## config.mk

```make
export PLATFORM = sky130hd
export DESIGN_NAME = dmac_top
export DESIGN_NICKNAME = d
export VERILOG_FILES = /design/src/rtl/dmac_pkg.sv /design/src/rtl/dmac_prio.sv /design/src/rtl/dmac_chan.sv /design/src/rtl/dmac_top.sv
export SDC_FILE = /design/constraint.sdc
export NUM_CORES = 1
export LEC_CHECK = 0
export ABC_AREA = 1
export BUFFER_PORTS_ARGS = -buffer_cell sky130_fd_sc_hd__buf_2
export CAP_MARGIN = 20
export CORE_UTILIZATION = 60
export CTS_CLUSTER_DIAMETER = 150
export DETAILED_ROUTE_END_ITERATION = 8
export MAX_ROUTING_LAYER = met4
export PLACE_DENSITY = 0.77
export SETUP_SLACK_MARGIN = 0.1
export SLEW_MARGIN = 20
export SYNTH_ARGS = -nofsm -noshare
export SYNTH_HDL_FRONTEND = slang
export SYNTH_SLANG_ARGS = --single-unit
```

## constraint.sdc

```tcl
create_clock -name clk -period 2.8 [get_ports clk]
set_input_delay 0.28 -clock clk [delete_from_list [all_inputs] [get_ports clk]]
set_output_delay 0.28 -clock clk [all_outputs]
set_load 0.02 [all_outputs]
```

## src/rtl/dmac_pkg.sv

```systemverilog
package dmac_pkg;
  localparam int CH_W   = 2;
  localparam int NCH    = 1 << CH_W;
  localparam int BYTE_W = 8;
  localparam int OFS_W  = 2 * BYTE_W;

  typedef enum logic [1:0] {
    XS_DEMAND  = 2'd0,
    XS_SINGLE  = 2'd1,
    XS_BLOCK   = 2'd2,
    XS_CASCADE = 2'd3
  } xsel_e;

  typedef enum logic [1:0] {
    XK_VERIFY   = 2'd0,
    XK_TO_MEM   = 2'd1,
    XK_FROM_MEM = 2'd2,
    XK_BAD      = 2'd3
  } xkind_e;

  // mode byte bits 7:2, in bit order
  typedef struct packed {
    xsel_e  sel;
    logic   dec;
    logic   autoinit;
    xkind_e kind;
  } chmode_t;

  typedef enum logic [1:0] {PG_OFS, PG_CNT, PG_PAGE, PG_CTL} pgrp_e;
  typedef enum logic [1:0] {CT_MASK, CT_MODE, CT_CLRPTR, CT_RSVD} ctl_e;

  function automatic logic [OFS_W-1:0] ofs_step(input logic [OFS_W-1:0] o,
                                               input logic dec);
    return dec ? o - 1'b1 : o + 1'b1;
  endfunction

  function automatic logic [OFS_W-1:0] put_byte(input logic [OFS_W-1:0] old,
                                               input logic [BYTE_W-1:0] b,
                                               input logic hi);
    return hi ? {b, old[BYTE_W-1:0]} : {old[OFS_W-1:BYTE_W], b};
  endfunction
endpackage

```

## src/rtl/dmac_prio.sv

```systemverilog
module dmac_prio
  import dmac_pkg::*;
(
  input  logic [NCH-1:0]  elig,
  output logic [NCH-1:0]  win,
  output logic [CH_W-1:0] win_idx,
  output logic            any
);
  always_comb begin
    win     = '0;
    win_idx = '0;
    for (int i = NCH - 1; i >= 0; i--) begin
      if (elig[i]) begin
        win     = '0;
        win[i]  = 1'b1;
        win_idx = CH_W'(i);
      end
    end
  end

  assign any = |elig;
endmodule

```

## src/rtl/dmac_chan.sv

```systemverilog
module dmac_chan
  import dmac_pkg::*;
#(
  parameter int PAGE_W = 8
) (
  input  logic              clk,
  input  logic              rst_n,
  input  logic              ld_ofs,
  input  logic              ld_cnt,
  input  logic              ld_hi,
  input  logic [BYTE_W-1:0] wbyte,
  input  logic              ld_page,
  input  logic              ld_mode,
  input  logic              ld_mask,
  input  logic              mask_val,
  input  logic              go,
  output logic [OFS_W-1:0]  ofs,
  output logic [PAGE_W-1:0] page,
  output chmode_t           mode,
  output logic              masked,
  output logic              burst,
  output logic              at_tc
);
  logic [OFS_W-1:0] base_ofs;
  logic [OFS_W-1:0] base_cnt;
  logic [OFS_W-1:0] cnt;
  logic             wr_this;

  assign wr_this = ld_ofs | ld_cnt | ld_page | ld_mode | ld_mask;
  assign at_tc   = (cnt == '0);

  always_ff @(posedge clk or negedge rst_n) begin
    if (!rst_n) begin
      base_ofs <= '0;
      ofs      <= '0;
      base_cnt <= '0;
      cnt      <= '0;
      page     <= '0;
      mode     <= '0;
      masked   <= 1'b1;
      burst    <= 1'b0;
    end else if (wr_this) begin
      if (ld_ofs) begin
        base_ofs <= put_byte(base_ofs, wbyte, ld_hi);
        ofs      <= put_byte(ofs, wbyte, ld_hi);
      end
      if (ld_cnt) begin
        base_cnt <= put_byte(base_cnt, wbyte, ld_hi);
        cnt      <= put_byte(cnt, wbyte, ld_hi);
      end
      if (ld_page) page <= wbyte[PAGE_W-1:0];
      if (ld_mode) begin
        mode  <= chmode_t'(wbyte[7:2]);
        burst <= 1'b0;
      end
      if (ld_mask) begin
        masked <= mask_val;
        if (mask_val) burst <= 1'b0;
      end
    end else if (go) begin
      if (at_tc && mode.autoinit) begin
        ofs <= base_ofs;
        cnt <= base_cnt;
      end else begin
        ofs <= ofs_step(ofs, mode.dec);
        cnt <= cnt - 1'b1;
      end
      if (at_tc && !mode.autoinit) masked <= 1'b1;
      burst <= (mode.sel == XS_BLOCK) && !at_tc;
    end
  end


  cnt_step_chk: assert property (@(posedge clk) disable iff (!rst_n)
    go && !at_tc && !wr_this |=> cnt == $past(cnt) - 1'b1);

  ofs_step_chk: assert property (@(posedge clk) disable iff (!rst_n)
    go && !at_tc && !wr_this |=> ofs == ofs_step($past(ofs), $past(mode.dec)));

  tc_mask_chk: assert property (@(posedge clk) disable iff (!rst_n)
    go && at_tc && !mode.autoinit && !wr_this |=> masked);

  reload_chk: assert property (@(posedge clk) disable iff (!rst_n)
    go && at_tc && mode.autoinit && !wr_this |=> cnt == base_cnt && ofs == base_ofs);

  burst_mode_chk: assert property (@(posedge clk) disable iff (!rst_n)
    burst |-> mode.sel == XS_BLOCK && !masked);
endmodule

```

## src/rtl/dmac_top.sv

```systemverilog
module dmac_top
  import dmac_pkg::*;
#(
  parameter int PAGE_W = 8
) (
  input  logic                    clk,
  input  logic                    rst_n,
  input  logic                    reg_wr,
  input  logic [3:0]              reg_addr,
  input  logic [7:0]              reg_wdata,
  input  logic [3:0]              dreq,
  input  logic                    hold_ack,
  output logic                    hold_req,
  output logic [3:0]              dack,
  output logic [PAGE_W+15:0]      mem_addr,
  output logic                    mem_rd,
  output logic                    mem_wr,
  output logic                    tc_pulse
);
  localparam int MADDR_W = PAGE_W + OFS_W;

  pgrp_e           grp;
  ctl_e            ctl;
  logic [CH_W-1:0] rsel;
  logic [CH_W-1:0] csel;
  logic            hi_ptr;
  logic            wr_byte, wr_clr, wr_mask, wr_mode;

  assign grp  = pgrp_e'(reg_addr[3:2]);
  assign ctl  = ctl_e'(reg_addr[1:0]);
  assign rsel = reg_addr[CH_W-1:0];
  assign csel = reg_wdata[CH_W-1:0];

  assign wr_byte = reg_wr && (grp == PG_OFS || grp == PG_CNT);
  assign wr_clr  = reg_wr && grp == PG_CTL && ctl == CT_CLRPTR;
  assign wr_mask = reg_wr && grp == PG_CTL && ctl == CT_MASK && reg_wdata[7:3] == 5'd0;
  assign wr_mode = reg_wr && grp == PG_CTL && ctl == CT_MODE;

  always_ff @(posedge clk or negedge rst_n) begin
    if (!rst_n)       hi_ptr <= 1'b0;
    else if (wr_clr)  hi_ptr <= 1'b0;
    else if (wr_byte) hi_ptr <= ~hi_ptr;
  end

  logic [OFS_W-1:0]  ch_ofs  [NCH];
  logic [PAGE_W-1:0] ch_page [NCH];
  chmode_t           ch_mode [NCH];
  logic [NCH-1:0]    ch_masked, ch_burst, ch_tc, elig, win, go_vec;
  logic [CH_W-1:0]   widx;
  logic              any_elig, xfer;

  for (genvar i = 0; i < NCH; i++) begin : g_ch
    dmac_chan #(.PAGE_W(PAGE_W)) u_chan (
      .clk      (clk),
      .rst_n    (rst_n),
      .ld_ofs   (reg_wr && grp == PG_OFS && rsel == CH_W'(i)),
      .ld_cnt   (reg_wr && grp == PG_CNT && rsel == CH_W'(i)),
      .ld_hi    (hi_ptr),
      .wbyte    (reg_wdata),
      .ld_page  (reg_wr && grp == PG_PAGE && rsel == CH_W'(i)),
      .ld_mode  (wr_mode && csel == CH_W'(i)),
      .ld_mask  (wr_mask && csel == CH_W'(i)),
      .mask_val (reg_wdata[2]),
      .go       (go_vec[i]),
      .ofs      (ch_ofs[i]),
      .page     (ch_page[i]),
      .mode     (ch_mode[i]),
      .masked   (ch_masked[i]),
      .burst    (ch_burst[i]),
      .at_tc    (ch_tc[i])
    );
    assign elig[i] = !ch_masked[i] && ch_mode[i].sel != XS_CASCADE &&
                     (dreq[i] || ch_burst[i]);


    cascade_idle_chk: assert property (@(posedge clk) disable iff (!rst_n)
      dack[i] |-> ch_mode[i].sel != XS_CASCADE);
  end

  dmac_prio u_prio (
    .elig    (elig),
    .win     (win),
    .win_idx (widx),
    .any     (any_elig)
  );

  assign xfer     = any_elig && hold_ack;
  assign go_vec   = xfer ? win : '0;
  assign hold_req = any_elig;
  assign dack     = go_vec;
  assign mem_addr = xfer ? MADDR_W'({ch_page[widx], ch_ofs[widx]}) : '0;
  assign mem_rd   = xfer && ch_mode[widx].kind == XK_FROM_MEM;
  assign mem_wr   = xfer && ch_mode[widx].kind == XK_TO_MEM;
  assign tc_pulse = xfer && ch_tc[widx];


  dack_onehot_chk: assert property (@(posedge clk) disable iff (!rst_n)
    $onehot0(dack));

  dack_gated_chk: assert property (@(posedge clk) disable iff (!rst_n)
    (|dack) |-> hold_ack && hold_req);

  strobe_excl_chk: assert property (@(posedge clk) disable iff (!rst_n)
    !(mem_rd && mem_wr));

  ptr_clear_chk: assert property (@(posedge clk) disable iff (!rst_n)
    wr_clr |=> !hi_ptr);

  ptr_flip_chk: assert property (@(posedge clk) disable iff (!rst_n)
    wr_byte && !wr_clr |=> hi_ptr != $past(hi_ptr));
endmodule

```

### Word level (Yosys, flattened, before mapping)

Index checks and enable logic that the tools add are counted.
Widths: inputs -> output; s select.

* add/subtract/negate cells: 12
* order comparisons: 2
* eq/ne operators: 39
* mux-type cells: 96
* bitwise operators: 18
* reduce and logical (&&, ||, !) cells: 132

Operator list (count)
* $mux 16: 39
* $sub 16x1->16 const B: 8
* $reduce_and 3->1: 36
* $add 16x1->16 const B: 4
* $logic_not 16->1: 4
* $logic_and 1x1->1: 53
* $mux 1: 39
* $bmux 16 s2: 1
* $mux 24: 1
* $ne 2x1->1 const B: 12
* $ne 2x2->1 const B: 12
* $eq 2x2->1 const B: 11
* $mux 4: 5
* $reduce_bool 2->1: 9
* $bmux 8 s2: 1
* $mux 8: 2
* $or 1x1->1: 16
* $reduce_and 2->1: 8
* $bmux 6 s2: 1
* $logic_not 1->1: 12
* $mux 2: 6
* $eq 2x1->1 const B: 4
* $logic_not 2->1: 3
* $logic_not 5->1: 1
* other kinds (7): 11

* register bits after elaboration: 321
* bits of input ports: 20
* output and inout port bits: 32

### Logic depth before layout (Yosys ltp)

* word-level depth: 13
* mapped depth: 14

### Cells and area by module

A second synthesis with hierarchy kept.

* cells, all modules: 3273
* area total of the unflattened synthesis: 21762.1 um^2

By module, submodules not included
* dmac_chan (g_ch[1].u_chan ...): instances 2, cells an instance 725, area an instance 5094.9 um^2
* dmac_chan (g_ch[0].u_chan): instances 1, cells an instance 724, area an instance 4988.5 um^2
* dmac_chan (g_ch[3].u_chan): instances 1, cells an instance 725, area an instance 4969.8 um^2
* dmac_top: instances 1, cells an instance 359, area an instance 1549.0 um^2
* dmac_prio: instances 1, cells an instance 15, area an instance 65.1 um^2

### Least setup slack after synthesis

Ideal clock, no wire load.

* path type: register to output
* start point: register g_ch[1].u_chan.masked
* end point: output mem_addr[14]
* arrival time: 1.870 ns
* data required time: 2.520 ns
* setup slack: 0.650 ns
* cell stages (with the launch flop): 11
* buffers on the path: 2
* cells stage by stage: dfstp_2 inv_1 nand2_1 nor2_1 inv_1 nand2_1 nor2_1 buf_2 buf_1 o211ai_1 a21oi_1

* longest elaborated chain between the ends: 10

Ends and longest elaborated chain
* from (decl): line dmac_chan.sv:20 `output logic masked,`
* from (signal assigned): line dmac_chan.sv:57 `masked <= mask_val;`
* $logic_not 1->1 *: line dmac_top.sv:72 `assign elig[i] = !ch_masked[i] && ch_mode[i].sel != XS_CASCADE &&`
* $logic_and 1x1->1 * (2 in series): line dmac_top.sv:72
* $mux 2 (2 in series): line dmac_prio.sv:13 `if (elig[i]) begin`
* $not 2->3 (implied by the code): line dmac_top.sv:91 `assign mem_addr = xfer ? MADDR_W'({ch_page[widx], ch_ofs[widx]}) : '0;`
* $bmux 16 s2: line dmac_top.sv:91
* $mux 16 (implied by the code) (2 in series): line dmac_top.sv:91
* $mux 24 *: line dmac_top.sv:91
* to (decl): line dmac_top.sv:15 `output logic [PAGE_W+15:0] mem_addr,`

Every way passes the cells marked *; elsewhere a longest branch is shown, timed or not. The select of a mux whose other input is x is not followed.

### Worst setup path in the final report

* start point: register g_ch[3].u_chan.burst
* end point: output mem_addr[14]

* longest elaborated chain between the ends: 11

Ends and longest elaborated chain
* from (decl): line dmac_chan.sv:21 `output logic burst,`
* from (signal assigned): line dmac_chan.sv:69 `burst <= (mode.sel == XS_BLOCK) && !at_tc;`
* $logic_or 1x1->1 *: line dmac_top.sv:73 `(dreq[i] || ch_burst[i]);`
* $logic_and 1x1->1 *: line dmac_top.sv:72
* $mux 2 (4 in series): line dmac_prio.sv:13
* $not 2->3 (implied by the code): line dmac_top.sv:91
* $bmux 16 s2: line dmac_top.sv:91
* $mux 16 (implied by the code) (2 in series): line dmac_top.sv:91
* $mux 24 *: line dmac_top.sv:91

Marked as above.

==> impl_metrics.tcl <==
set metrics [dict create \
    outcome "finished with violations" \
    violations "design-rule violations, negative setup slack" \
    crit_path_frequent_cell "nor2_1" \
    grt_setup_unrepaired "yes" \
    chipHeight_um 193 \
    finalCoreUtilization_pct 68.6 \
    crit_arrival_ns 2.56 \
    grt_usage_pct 40.7 \
    syn_inst 3354 \
    place_area_mm2 0.0227 \
    dr.pass1.iters 8 \
    setup_viol 1 \
    synth_ff_type "dfrtp_1" \
    core_area_mm2 0.0357 \
    combPwrFrac_pct 50.4 \
    cp_num_buf_inv 3 \
    synth_nets 3442 \
    synth_seq_area_share_pct 36.9 \
    hpwl_um 52600 \
    post-route-cell-area_mm2 0.0245 \
    wl_per_cell_um 18.5 \
    clock_skew_ns 0.0228 \
    synth.most_common_cell "nand2_1" \
    p_sw_uw 11300 \
    grt_pass1_vias 20300 \
    hold_viol_final 0 \
    vias 22300 \
    slowest_stage "o211ai_1" \
    synth_top_area_share_pct 36.4 \
    post-place-ws_ns 0.442 \
    synth_seq_cells 321 \
    p_clk_share_pct 20.8 \
    yosys.cell_types.count 41 \
    hold_class "in2reg" \
    synth.avg_cell_area_um2 6.50 \
    cts_tree "built" \
    ys_async_sr_fraction_pct 100 \
    layout_min_cycle_time_ns 2.84 \
    power_uw 24500 \
    yosys_warnings 0 \
    dp.cells 3824 \
    nets 3511 \
    num_io_pins 52 \
    clock_sinks 321 \
    die_area_mm2 0.0371 \
    grt.overflow.total 0 \
    multi_input_area_mm2 0.0119 \
    crit_required_ns 2.52 \
    die_w_um 193 \
    yosys-top-cells-area "dfrtp_1 (36%), nand2_1 (22%), inv_1 (6.7%)" \
    slew_viol_final 0 \
    intPower_uw 13200 \
    switching_share_pct 46.1 \
    crit_fanout 7 \
    cts_buffer_depth 3 \
    synth_edf_count 0 \
    syn_area_mm2 0.0218 \
    maxCapViolCount 0 \
    vias_per_cell 5.71 \
    seqPwrFrac_pct 28.8 \
    path_clk_slew_ns 0.07 \
    start_kind "flip-flop" \
    path_class "reg2out" \
    path_delay_family "compound AO/OA/AOI/OAI gates" \
    post-route-period-util_pct 101 \
    antenna_found_initial 3 \
    cts_buffers 37 \
    syn_to_final_growth_pct 12.3 \
    path_cells "nor2_1 -> nor2_1 -> nand2_1 -> inv_2 -> nand2_2 -> nand2_4 -> nand2_8 -> buf_12 -> o211ai_1 -> a21oi_2 -> buf_6" \
    relSlewSlack_pct 37.1 \
    cpPeakStageDelay_ns 0.52 \
    clock_latency_ns 0.57 \
    peakVddDrop_uv 736 \
    power_per_cell_area_mw_per_mm2 1000 \
    place.gp.congestion 1.03 \
    yosys-top-cells-count "nand2_1 (1252), inv_1 (390), nor2_1 (381), dfrtp_1 (317), o21ai_0 (202)" \
    initial_core_util_pct 61.1 \
    grt_first_pass_wirelength_um 112000 \
    port_buffers 51 \
    root_buffer "clkbuf_16" \
    remaining_drc_errors 6 \
    critPathCaptureType "output port" \
    std_cell_rows 69 \
    drive_gt1_share_pct 10.3 \
    max_slew.worst_pin.slew_ns 0.943 \
    clock.fmax_mhz 352 \
    fin_ws_ns -0.0411 \
    h-tree-depth 2 \
    final_cell_count_no_fill 3914 \
    synth_area_leader_cell "dfrtp_1" \
    seq_area_mm2 0.00804 \
    grt_max_degree 99 \
    fill_cells 3117 \
    totalWireLength_um 72600 \
    drt_iter0_drc 2483 \
    drtAntennaViolNets 0 \
    leakage_uw 0.0137 \
]
[area by class of cell]
cell class	instances	share of cell area, %
repair buffers	129	4.35
multi-input cells	2513	48.7
clock inverters	15	0.808
clock buffers	51	4.37
flip-flops and latches	321	32.9
diodes	3	0.0307
inverters	421	6.51
well taps	461	2.36
[final timing paths]
kind                       cells past startpoint                                from                                 end  slack, ns
setup / recovery                              11    g_ch[3].u_chan.burst$_DFFE_PN0P_                        mem_addr[14]      -0.04
hold / removal                                 3                        reg_wdata[3]  g_ch[1].u_chan.mode[1]$_DFFE_PN0P_       0.03
setup reg to reg                              11  g_ch[3].u_chan.mode[3]$_DFFE_PN0P_   g_ch[3].u_chan.ofs[7]$_DFFE_PN0P_       0.30
hold reg to reg                                2   g_ch[0].u_chan.masked$_DFFE_PN1P_   g_ch[0].u_chan.masked$_DFFE_PN1P_       0.48
max in group asynchronous                      3                               rst_n   g_ch[3].u_chan.masked$_DFFE_PN1P_       1.56
min in group asynchronous                      2                               rst_n  g_ch[2].u_chan.cnt[15]$_DFFE_PN0P_       0.37
[tightest hold or removal path, cell delays in order]
cell	delay [ns]
buf_2	0.15
nand2_1	0.06
o21ai_0	0.07
[cells by family (layout without fill, tap and decap cells)]
logic type,count (synthesis),in the layout,share of synthesized area (%)
compound gates,456,456,11.1
xor+xnor,40,40,1.61
fa+ha+maj,68,68,4.04
buf+inv,521,616,9.54
flops,321,321,36.9
other cells,0,3,0
simple gates,1948,1949,36.8
[layout by cell type (no fill, tap or decap), types with 3 or more instances in the layout]
cell type	synthesis	routed
nand2_1	1252	1241
inv_1	390	385
nor2_1	381	369
dfrtp_1	317	317
o21ai_0	202	202
nand3_1	188	180
a21oi_1	123	108
buf_4	13	77
o21ai_1	69	69
ha_1	64	63
o211ai_1	48	48
clkbuf_16	0	37
buf_2	21	32
inv_2	28	31
nand2_2	24	30
xnor2_1	24	24
nor2_2	12	21
nand4_1	20	20
nand3_2	11	19
nor3_1	19	18
xor2_1	16	16
nand2_4	10	15
a21oi_2	0	14
o22ai_1	11	11
or2_2	10	10
nor2_4	6	9
clkbuf_8	0	9
buf_12	0	8
buf_6	6	7
nand3b_1	5	5
clkbuf_1	56	5
clkinv_2	0	5
and2_1	4	4
fa_1	4	4
bufinv_16	0	4
dfstp_2	4	4
diode_2	0	3
inv_6	0	3
clkinv_4	0	3
buf_8	0	3
[sequential cells by signal, indices dropped and copies added, names as in the netlist]
name                  count
g_ch.u_chan.base_ofs     64
hi_ptr                    1
g_ch.u_chan.base_cnt     64
g_ch.u_chan.page         32
g_ch.u_chan.masked        4
g_ch.u_chan.burst         4
g_ch.u_chan.mode         24
g_ch.u_chan.cnt          64
g_ch.u_chan.ofs          64
[metrics by stage]
step / setup TNS [ns] / hold WS (ns)
6_report: -0.0411 / 0.0320
5_1_grt: -0.0257 / 0.0547
4_1_cts: 0 / 0.0197
3_5_place_dp: 0 / 0.411
3_3_place_gp: 0 / 0.407
2_1_floorplan: 0 / -0.0156
[what timing repair did]
item,in CTS,in global routing
endpoints found under the hold margin,87,0
hold buffers,1,0
gates cloned,2,0
gates resized for setup,30,68
pin swaps,10,17
endpoints found under the setup margin,27,27
setup buffers,6,12
[metal layers]
layer | vias to the layer above | track usage [%] | part of all wire, %
met1 | 10400 | 55.2 | 42
met3 | 204 | 6.35 | 9.4
li1 | 10700 | - | -
met5 | - | - | 0
met2 | 1023 | 60.7 | 44
met4 | 0 | 17.1 | 4.5
[power by group through the flow]
stage,clock [uW],combinational [uW],sequential [uW]
2_1_floorplan,0,8340,6580
3_3_place_gp,0,11000,7030
3_5_place_dp,0,11200,7050
4_1_cts,5120,11600,6990
5_1_grt,5320,13800,7170
6_report,5110,12400,7050
(Power assumes the default switching activity.)
